## config.mk

```make
export PLATFORM = sky130hd
export DESIGN_NAME = biphase_tx_encoder
export DESIGN_NICKNAME = d
export VERILOG_FILES = /design/src/rtl/biphase_tx_encoder.sv
export SDC_FILE = /design/constraint.sdc
export NUM_CORES = 1
export LEC_CHECK = 0
export ABC_AREA = 1
export BUFFER_PORTS_ARGS = -buffer_cell sky130_fd_sc_hd__buf_2
export CORE_AREA = 2 2 39 41
export DETAILED_ROUTE_END_ITERATION = 12
export DIE_AREA = 0 0 41 43
export PLACE_DENSITY_LB_ADDON = 0.2
export SETUP_SLACK_MARGIN = 0.15
export SLEW_MARGIN = 20
export SYNTH_ARGS = -nofsm -noshare
export SYNTH_HDL_FRONTEND = slang
export SYNTH_SLANG_ARGS = --single-unit
```

## constraint.sdc

```tcl
create_clock -name clk -period 0.9 [get_ports clk]
set_input_delay 0.09 -clock clk [delete_from_list [all_inputs] [get_ports clk]]
set_output_delay 0.09 -clock clk [all_outputs]
set_load 0.02 [all_outputs]
```

## src/rtl/biphase_tx_encoder.sv

```systemverilog
module biphase_tx_encoder #(
  parameter logic IDLE_LVL = 1'b0
) (
  input  logic clk,
  input  logic rst_n,
  input  logic half_en,
  input  logic din,
  input  logic din_valid,
  input  logic stream_en,
  input  logic bypass,
  input  logic pol_n,
  input  logic fail_pulse,
  input  logic fail_clr,
  output logic line_out,
  output logic tx_allow
);

  logic sec, bit_q, act_q, byp_q, inv_q, killed, raw, inv;

  wire bnd     = half_en & ~sec;
  wire act_now = stream_en & din_valid;

  always_comb begin
    if (bnd) begin
      inv = ~pol_n;
      if (!act_now)    raw = IDLE_LVL;
      else if (bypass) raw = din;
      else             raw = ~din;
    end else begin
      inv = inv_q;
      raw = act_q ? bit_q : IDLE_LVL;
    end
  end

  always_ff @(posedge clk or negedge rst_n) begin
    if (!rst_n) begin
      sec      <= 1'b0;
      bit_q    <= 1'b0;
      act_q    <= 1'b0;
      byp_q    <= 1'b0;
      inv_q    <= 1'b0;
      line_out <= IDLE_LVL;
    end else if (half_en) begin
      sec      <= ~sec;
      line_out <= raw ^ inv;
      if (bnd) begin
        bit_q <= din;
        act_q <= act_now;
        byp_q <= bypass;
        inv_q <= ~pol_n;
      end
    end
  end

  always_ff @(posedge clk or negedge rst_n) begin
    if (!rst_n)          killed <= 1'b0;
    else if (fail_pulse) killed <= 1'b1;
    else if (fail_clr)   killed <= 1'b0;
  end

  assign tx_allow = ~killed;

endmodule

```

==> key figures <==
Detailed routing
  • Routed WL per cell: 8.65 um
  • Vias: 306
  • Drt total wl: 640 um
  • 1st-pass router iterations: 4
  • 1st-iter DRT viols: 6
  • DR vias/cell: 4.14
  • DRC viols: 0
  • Antenna Nets Post-Route: 0

Cells and area
  • Area delta synth->final: 65.2%
  • Nets: 70
  • N_diodes: 0
  • Share of cells above drive strength 1: 43.1%

Timing
  • Crit share post-route: 113%
  • Final worst setup slack: -114 ps
  • Clock skew: 1.58 ps
  • Hold Slack: 29.3 ps
  • Fmax: 986 MHz
  • Slew Limit Fails: 0
  • Final setup viols: 4
  • Slew margin rel.: 90.4%
  • Fin. Hold Viols: 0
  • Least-Margin Pin Slew: 144 ps
  • Tmin final: 1010 ps
  • RSZ-0062 raised after global routing: yes

Logic synthesis
  • Synth area leader: dfrtp_1
  • Syn Nets: 47
  • Cells after Synth: 37
  • Yosys synthesis warning count: 0
  • Largest cells by area after synthesis: dfrtp_1, nand2_1, inv_1
  • Post-synthesis sequential area ratio: 53.6%
  • Mapped Area: 280 um^2
  • Cell variety after synth: 8
  • Flops & latches, synth: 6
  • Avg Synthesized Cell Area: 7.57 um^2
  • Yosys top cell area share: 53.6%

Job
  • Max cap viols: 0

CTS
  • CTS buffer count: 3
  • Htree depth: 1
  • Clock Sinks: 6
  • Clk root buf: clkbuf_4
  • CTS tree: built
  • Worst-path clk slew: 40 ps
  • Worst skew pair latency: 240 ps
  • Buffer depth of the longest clock path: 2

Run status
  • Failing checks: setup timing
  • Outcome: complete, but fails checks

Die
  • Total core area: 1380 um^2
  • Chip height: 43 um
  • Starting Density: 20.3%
  • Die Area: 1760 um^2
  • Row count: 14
  • I/O pins: 12
  • Die width: 41 um

Global route
  • GRT overflow: 0
  • GRT Util Overall: 9.90%
  • Largest net degree at the start of global routing: 7
  • First-pass GRT wire length: 1070 um
  • Vias in the first global route: 270
  • Initial antenna violation count: 0

Worst setup path
  • Reg-to-reg critical path startpoint: sec
  • Crit end category: flop
  • WP data required: 1030 ps
  • CP max FO: 5
  • Critical Path Source: sec
  • Worst setup SP type: flop
  • CP Class: reg -> reg
  • Worst EP arrival: 1150 ps

Place
  • I/O Buffers: 11
  • Dpl hpwl: 459 um
  • Pre-CTS WS: -118 ps
  • Routability cong.: 0.653

Power
  • Worst VDD drop: 0.701 mV
  • P_leak: 0.267 nW
  • PD cells: 1790 nW/um^2

Min path
  • Hold path start: fail_clr
  • Hold Crit Class: in -> reg
==> cells by family after synthesis <==
family	Yosys count	synth area share, %
compound gates	3	6.25
simple gates	21	30.8
buf+inv	7	9.38
flops	6	53.6
==> flip-flops by register name, indices dropped and copies added (netlist names) <==
signal / count
inv_q: 1
act_q: 1
bit_q: 1
line_out: 1
sec: 1
killed: 1
==> cells in the mapped netlist <==
cell type and n:
nand2_2 1, o21ai_0 2, nor2_1 1, o21bai_1 1, nand2_1 15, nand3_1 4, dfrtp_1 6, inv_1 7
==> cells in the final DEF (no fill, tap or decap) <==
cell type	netlist	routed
buf_2	0	9
buf_4	0	4
buf_6	0	4
clkbuf_4	0	3
dfrtp_1	6	6
dlygate4sd3_1	0	1
inv_1	7	5
inv_2	0	2
nand2_1	15	13
nand2_2	1	2
nand2_4	0	1
nand3_1	4	4
nor2_1	1	1
o21ai_1	0	2
o21bai_1	1	1
==> through the flow <==
| step | cells | TNS, ps | area (um^2) | total power, mW | util (%) |
|---|---|---|---|---|---|
| final | 74 | -289 | 463 | 0.830 | 33.5 |
| after global routing | 74 | -534 | 463 | 0.897 | 33.5 |
| after CTS | 72 | -319 | 439 | 0.813 | 31.7 |
| after detailed placement | 67 | -143 | 383 | 0.520 | 27.7 |
| after global placement | 67 | -144 | 383 | 0.518 | 27.7 |
| after floorplan | 37 | -37.8 | 285 | 0.436 | - |
==> per-layer routing <==
metal	vias up	share of wire (%)	global-route usage, %
met5	-	0	0
met4	0	3.0	12.0
li1	155	-	-
met3	2	5.2	3.14
met1	134	43	11.8
met2	15	48	11.9
==> critical path: stages (launching register included) <==
cell,delay (ps)
dfrtp_1,380
inv_2,80
nand2_4,70
nor2_1,80
nand2_1,70
nand2_1,60
nand2_1,40
nand3_1,60
nand2_1,50
==> worst paths after layout <==
check / cells after the start / endpoint / slack, ps
max: 8 / line_out / -110
max reg2reg: 8 / line_out / -110
min in group asynchronous: 2 / bit_q / 210
min: 2 / killed / 30
min reg2reg: 2 / bit_q / 490
max in group asynchronous: 2 / killed / 550
==> final cells by class <==
type,instances,area [um^2]
fillers,161,921
inverters,7,26.3
multi-input cells,24,114
repair buffers,18,130
flip-flops and latches,6,150
well taps,16,20.0
clock buffers,3,22.5
==> power by group <==
part,switching [mW],internal [mW],total [mW]
registers,0.0244,0.316,0.340
logic,0.109,0.130,0.240
clock network,0.0993,0.151,0.250
==> what timing repair did <==
item | in CTS | in global routing
buffers inserted | 1 | 2
endpoints found under the setup margin | 7 | 7
pin swaps | 2 | 0
hold buffers | 1 | 0
resized for setup | 7 | 4
endpoints found under the hold margin | 6 | 0
Note: power is estimated with default switching activity, not from simulation.
